--- src/rtl/pfd_lock_pkg.sv ---
package pfd_lock_pkg;

  // Shared-pin source, indexed by {mode1, mode2}
  typedef enum logic [1:0] {
    PIN_VCO  = 2'b00,
    PIN_RSV  = 2'b01,
    PIN_REF  = 2'b10,
    PIN_LOCK = 2'b11
  } pin_sel_e;

  // Minimum correction width in clock cycles; code[1] is the first width bit
  function automatic int unsigned min_width(input logic [1:0] code,
                                            input int unsigned w_a,
                                            input int unsigned w_b,
                                            input int unsigned w_c,
                                            input int unsigned w_d);
    case (code)
      2'b00:   return w_a;
      2'b10:   return w_b;
      2'b01:   return w_c;
      default: return w_d;
    endcase
  endfunction

endpackage

--- src/rtl/pfd_phase_det.sv ---
module pfd_phase_det
  import pfd_lock_pkg::*;
#(
  parameter int unsigned MW_A = 1,
  parameter int unsigned MW_B = 3,
  parameter int unsigned MW_C = 5,
  parameter int unsigned MW_D = 7   // must be the largest width
) (
  input  logic       clk,
  input  logic       rst_n,
  input  logic       clr,
  input  logic       ref_i,
  input  logic       vco_i,
  input  logic [1:0] wd_sel,
  output logic       ref_q,
  output logic       vco_q,
  output logic       ref_rise,
  output logic       vco_rise,
  output logic       raw_up,
  output logic       raw_dn,
  output logic       act_up,
  output logic       act_dn
);
  localparam int CW = $clog2(MW_D + 1);

  logic [CW-1:0] minw;
  logic [1:0]    trig;
  logic [1:0]    raw;
  logic [1:0]    act;
  logic          set_up, set_dn, both;

  assign minw = CW'(min_width(wd_sel, MW_A, MW_B, MW_C, MW_D));

  always_ff @(posedge clk or negedge rst_n) begin
    if (!rst_n) begin
      ref_q <= 1'b0;
      vco_q <= 1'b0;
    end else begin
      ref_q <= ref_i;
      vco_q <= vco_i;
    end
  end

  assign ref_rise = ref_i & ~ref_q;
  assign vco_rise = vco_i & ~vco_q;

  // Error state: set by its own edge, both cleared when the other edge arrives
  assign set_up = ref_rise | raw_up;
  assign set_dn = vco_rise | raw_dn;
  assign both   = set_up & set_dn;

  always_ff @(posedge clk or negedge rst_n) begin
    if (!rst_n) begin
      raw_up <= 1'b0;
      raw_dn <= 1'b0;
    end else if (clr) begin
      raw_up <= 1'b0;
      raw_dn <= 1'b0;
    end else begin
      raw_up <= set_up & ~both;
      raw_dn <= set_dn & ~both;
    end
  end

  assign trig = {vco_rise, ref_rise};
  assign raw  = {raw_dn, raw_up};

  // One stretch counter per direction guarantees the minimum pulse
  for (genvar g = 0; g < 2; g++) begin : g_stretch
    logic [CW-1:0] cnt;
    always_ff @(posedge clk or negedge rst_n) begin
      if (!rst_n)              cnt <= '0;
      else if (clr)            cnt <= '0;
      else if (trig[g])        cnt <= minw;
      else if (cnt != '0)      cnt <= cnt - 1'b1;
    end
    assign act[g] = raw[g] | (cnt != '0);
  end

  assign act_up = act[0];
  assign act_dn = act[1];

endmodule

--- src/rtl/pfd_lock_mon.sv ---
module pfd_lock_mon #(
  parameter int unsigned ERR_MAX     = 2,
  parameter int unsigned LOCK_CYCLES = 4
) (
  input  logic clk,
  input  logic rst_n,
  input  logic clr,
  input  logic ref_rise,
  input  logic err_act,
  output logic too_long,
  output logic locked
);
  localparam int EW = $clog2(ERR_MAX + 2);
  localparam int GW = $clog2(LOCK_CYCLES + 1);
  localparam logic [EW-1:0] ERR_LIM = EW'(ERR_MAX);
  localparam logic [EW-1:0] ERR_SAT = EW'(ERR_MAX + 1);
  localparam logic [GW-1:0] GOOD_N  = GW'(LOCK_CYCLES);

  logic [EW-1:0] err_run;
  logic [GW-1:0] good_cnt;

  assign too_long = err_run > ERR_LIM;

  always_ff @(posedge clk or negedge rst_n) begin
    if (!rst_n)              err_run <= '0;
    else if (clr || !err_act) err_run <= '0;
    else if (err_run != ERR_SAT) err_run <= err_run + 1'b1;
  end

  always_ff @(posedge clk or negedge rst_n) begin
    if (!rst_n) begin
      good_cnt <= '0;
      locked   <= 1'b0;
    end else if (clr || too_long) begin
      good_cnt <= '0;
      locked   <= 1'b0;
    end else if (ref_rise) begin
      if (good_cnt != GOOD_N) good_cnt <= good_cnt + 1'b1;
      if (good_cnt >= GOOD_N - 1'b1) locked <= 1'b1;
    end
  end

endmodule

--- src/rtl/pfd_lock_top.sv ---
module pfd_lock_top
  import pfd_lock_pkg::*;
#(
  parameter logic        LOOP_ID     = 1'b0,
  parameter int unsigned MW_A        = 1,
  parameter int unsigned MW_B        = 3,
  parameter int unsigned MW_C        = 5,
  parameter int unsigned MW_D        = 7,
  parameter int unsigned ERR_MAX     = 2,
  parameter int unsigned LOCK_CYCLES = 4
) (
  input  logic       clk,
  input  logic       rst_n,
  input  logic       ref_div_i,
  input  logic       vco_div_i,
  input  logic       pol_pos_i,
  input  logic [1:0] wd_sel_i,
  input  logic       stby1_i,
  input  logic       stby2_i,
  input  logic       mode1_i,
  input  logic       mode2_i,
  input  logic       loop_sel_i,
  output logic       up_en_o,
  output logic       dn_en_o,
  output logic       cp_oe_o,
  output logic       port_val_o,
  output logic       port_oe_o
);
  logic     stby;
  logic     ref_q, vco_q, ref_rise, vco_rise;
  logic     raw_up, raw_dn, act_up, act_dn;
  logic     too_long, locked;
  logic     pin_mux;
  pin_sel_e pin_sel;

  assign stby = stby1_i | stby2_i;

  pfd_phase_det #(.MW_A(MW_A), .MW_B(MW_B), .MW_C(MW_C), .MW_D(MW_D)) u_det (
    .clk      (clk),
    .rst_n    (rst_n),
    .clr      (stby),
    .ref_i    (ref_div_i),
    .vco_i    (vco_div_i),
    .wd_sel   (wd_sel_i),
    .ref_q    (ref_q),
    .vco_q    (vco_q),
    .ref_rise (ref_rise),
    .vco_rise (vco_rise),
    .raw_up   (raw_up),
    .raw_dn   (raw_dn),
    .act_up   (act_up),
    .act_dn   (act_dn)
  );

  pfd_lock_mon #(.ERR_MAX(ERR_MAX), .LOCK_CYCLES(LOCK_CYCLES)) u_lock (
    .clk      (clk),
    .rst_n    (rst_n),
    .clr      (stby),
    .ref_rise (ref_rise),
    .err_act  (raw_up | raw_dn),
    .too_long (too_long),
    .locked   (locked)
  );

  // Polarity swap and standby gating of the charge-pump enables
  assign up_en_o = ~stby & (pol_pos_i ? act_up : act_dn);
  assign dn_en_o = ~stby & (pol_pos_i ? act_dn : act_up);
  assign cp_oe_o = ~stby;

  // Shared pin routing
  assign pin_sel = pin_sel_e'({mode1_i, mode2_i});

  always_comb begin
    case (pin_sel)
      PIN_LOCK: pin_mux = locked;
      PIN_VCO:  pin_mux = vco_q;
      default:  pin_mux = ref_q;
    endcase
  end

  assign port_val_o = ~stby & pin_mux;
  assign port_oe_o  = ~stby & (loop_sel_i == LOOP_ID);

endmodule

--- config.mk ---
export PLATFORM = sky130hd
export DESIGN_NAME = pfd_lock_top
export DESIGN_NICKNAME = d
export VERILOG_FILES = /design/src/rtl/pfd_lock_pkg.sv /design/src/rtl/pfd_phase_det.sv /design/src/rtl/pfd_lock_mon.sv /design/src/rtl/pfd_lock_top.sv
export SDC_FILE = /design/constraint.sdc
export NUM_CORES = 1
export LEC_CHECK = 0
export BUFFER_PORTS_ARGS = -buffer_cell sky130_fd_sc_hd__buf_2
export CELL_PAD_IN_SITES_DETAIL_PLACEMENT = 1
export CELL_PAD_IN_SITES_GLOBAL_PLACEMENT = 1
export CORE_MARGIN = 10
export CORE_UTILIZATION = 41
export DETAILED_ROUTE_END_ITERATION = 10
export GPL_ROUTABILITY_DRIVEN = 0
export PLACE_DENSITY_LB_ADDON = 0.1
export SETUP_SLACK_MARGIN = 0.1
export SYNTH_ARGS = -nofsm -noshare
export SYNTH_HDL_FRONTEND = slang
export SYNTH_SLANG_ARGS = --single-unit
--- constraint.sdc ---
create_clock -name clk -period 3.8 [get_ports clk]
set_input_delay 0.19 -clock clk [delete_from_list [all_inputs] [get_ports clk]]
set_output_delay 0.19 -clock clk [all_outputs]
set_load 0.01 [all_outputs]
==> impl_metrics.toml <==
[outcome]
status = "finished clean"

[synth]
ys_async_sr_fraction_pct = 100
yosys_most_used_dff = "dfrtp_1"
synth_area_leaders = "dfrtp_1 (43%), ha_1 (15%), a21oi_1 (7.0%), inv_1 (5.2%), o21ai_0 (3.2%)"
ys_warn_count = 0
yosys.area.top_type = "dfrtp_1"
syn_nets = 120
synth_edf_count = 0
syn_area_per_cell_um2 = 9.62
ys_ff_latch = 16
synth-seq-area-share_pct = 42.9
synth_top_area_share_pct = 42.9
synth_cell_types = 27
syn_area_um2 = 933
postSynthCellCount = 97

[setup_path]
r2r-end = "u_det.g_stretch[0].cnt[2]"
cp.arrival_ns = 1.69
reg2reg_from = "u_det.g_stretch[0].cnt[0]"
critPathMaxStageDelay_ns = 0.38
ff2ff_setup_slack_ns = 2.46
crit_required_ns = 3.61
path_cells = "inv_1 > ha_1 > ha_1 > nor3b_1 > a311oi_1 > buf_2"
crit_type = "reg -> out"
crit_fanout = 7
reg2reg_depth = 6
path_common_cell = "ha_1"
path_delay_family = "adder cells"
critPathBufInv = 2
crit_path_end_kind = "output port"
cp_slowest_cell = "dfrtp_1"
worstSetupStartpointType = "flop"

[die]
fp-row-count = 17
start_util_pct = 42.6
die_area_um2 = 4590
die_w_um = 67.7
fp.coreArea_um2 = 2190
ioPinCount = 17
die_h_um = 67.7

[sta]
finClkSkew_ns = 0.000254
rsz0062_at_grt = "no"
fin_crit_ns = 1.88
drv_slew = 0
worst_slew_margin_rel_pct = 62.6
finalSetupTns_ns = 0
fin_crit_sh_pct = 49.4
finalHoldViolations = 0
finalSetupViolations = 0
max_freq_ghz = 0.533
max_slew.worst_pin.slew_ns = 0.559

[cells_and_area]
area_growth_pct = 14.1
multi_input_area_um2 = 462
drive_gt1_share_pct = 18.3
nFillCells = 257
ff_latch_area_um2 = 400
num_antenna_cells = 0
fin_area_um2 = 1060
finalNetCount = 140

[detailed_routing]
wirelength_mm = 1.93
drcViolationCount = 0
dr.pass1.iters = 2
route.antenna.remaining_nets = 0
route.detailed.wl_per_inst_um = 13.5
drt-vias-per-instance = 5.08
vias = 727
drt_iter0_markers = 25

[clocking]
htreeDepth = 1
cts_tree = "done"
clkTransAtPathRegs_ns = 0.09
cts_buffer_depth = 2
cts_setup_buffers = 0
cts_hold_buf = 1
root_buffer = "clkbuf_4"
numCtsBuffers = 3
clock-sinks = 16
cts.repair.resized = 0
clock_latency_ns = 0.27

[power]
p_seq_share_pct = 54.4
switchingPower_mw = 0.0918
p_int_mw = 0.242
peakVddDrop_mv = 0.172
totalPowerFinal_mw = 0.334
p_per_area_nw_per_um2 = 314
leakage_nw = 0.519
p_comb_share_pct = 20.2
clkPwrFrac_pct = 25.4
p_sw_share_pct = 27.5

[hold_path]
hp-start = "vco_div_i"
whs_path_depth = 1
whs_endpoint = "u_det.vco_q"
hold_class = "in -> reg"

[grt]
grt_use_total_pct = 9.29
overflow = 0
grt_max_degree = 17
grt_pass1_vias = 740
antenna_found_initial = 0
grt_pass1_wl_mm = 3.31

[placement]
post_dp_cell_area_um2 = 1030
port_buffers = 16
hpwl_mm = 1.57

[run]
cap_violations = 0
[power groups by stage]
| stage | Combinational, mW | Clock (mW) | Sequential [mW] |
|---|---|---|---|
| 3_3_place_gp | 0.0663 | 0 | 0.185 |
| 2_1_floorplan | 0.0468 | 0 | 0.184 |
| 5_1_grt | 0.0785 | 0.0959 | 0.183 |
| 4_1_cts | 0.0693 | 0.0883 | 0.182 |
| 3_5_place_dp | 0.0683 | 0 | 0.185 |
| 6_report | 0.0676 | 0.0848 | 0.182 |
[area by class of cell]
cell class / count / share of cell area (%)
well taps: 28 / 3.29
flip-flops and latches: 16 / 37.6
multi-input cells: 65 / 43.4
clock buffers: 3 / 2.12
inverters: 14 / 5.17
repair buffers: 17 / 8.46
[flip-flops by register name (all words and copies together) (netlist names)]
register / cells
u_lock.err_run: 2
u_det.vco_q: 1
u_det.ref_q: 1
u_lock.locked: 1
u_lock.good_cnt: 3
u_det.raw_dn: 1
u_det.raw_up: 1
u_det.g_stretch.cnt: 6
[metrics by stage]
step	cells	utilization [%]	worst slack (ns)	hold slack [ns]
6_report	143	48.6	1.92	0.0359
5_1_grt	143	48.6	1.76	0.0221
4_1_cts	143	48.6	1.90	0.0316
3_5_place_dp	139	47.1	2.21	0.126
3_3_place_gp	139	47.1	2.26	0.127
2_1_floorplan	97	-	2.31	-0.106
[synth_stat cells, drive strengths merged, types with 2 or more instances]
master / number
ha: 11
o21ai: 7
nor2: 8
a311oi: 2
nand3: 3
xor2: 3
a21oi: 13
dfrtp: 16
nor3b: 2
nor2b: 2
inv: 14
nand2b: 3
[how the worst max path moves through the flow]
stage	start	to	slack (ns)	depth (start not counted)
floorplan	u_det.g_stretch[0].cnt[0]	dn_en_o	2.31	5
global placement	u_det.g_stretch[1].cnt[0]	up_en_o	2.26	6
detailed placement	u_det.g_stretch[0].cnt[0]	dn_en_o	2.21	6
CTS	u_det.g_stretch[0].cnt[0]	dn_en_o	1.90	6
global route	u_det.g_stretch[0].cnt[0]	dn_en_o	1.76	6
finish	u_det.g_stretch[0].cnt[0]	dn_en_o	1.92	6
[cell usage in the layout (no fill, tap or decap), types with 2 or more instances in the layout]
cell,count
buf_2,16
dfrtp_1,16
inv_1,13
a21oi_1,13
ha_1,11
nor2_1,8
o21ai_0,6
nand2b_1,3
nand3_1,3
xor2_1,3
clkbuf_4,3
nor3b_1,2
a311oi_1,2
nor2b_1,2
[routing by layer]
layer	up-vias	track usage (%)	share of wire, %
met3	2	2.81	5.4
li1	371	-	-
met2	12	13.8	46
met1	342	12.1	47
met5	-	0	0
met4	0	3.85	0.83
[kinds of logic (layout without fill, tap and decap cells)]
kind of cell               Yosys count  in the layout  share of synthesized area (%)
muxes                                1              1                           1.07
AOI/OAI and AO/OA                   27             27                           18.1
adders and majority gates           11             11                           14.7
and+or+nand+nor                     23             23                           12.7
DFF                                 16             16                           42.9
xor gates and xnor gates             3              3                           2.82
buffers and inverters               16             34                           7.64
Note: power is estimated with default switching activity, not from simulation.
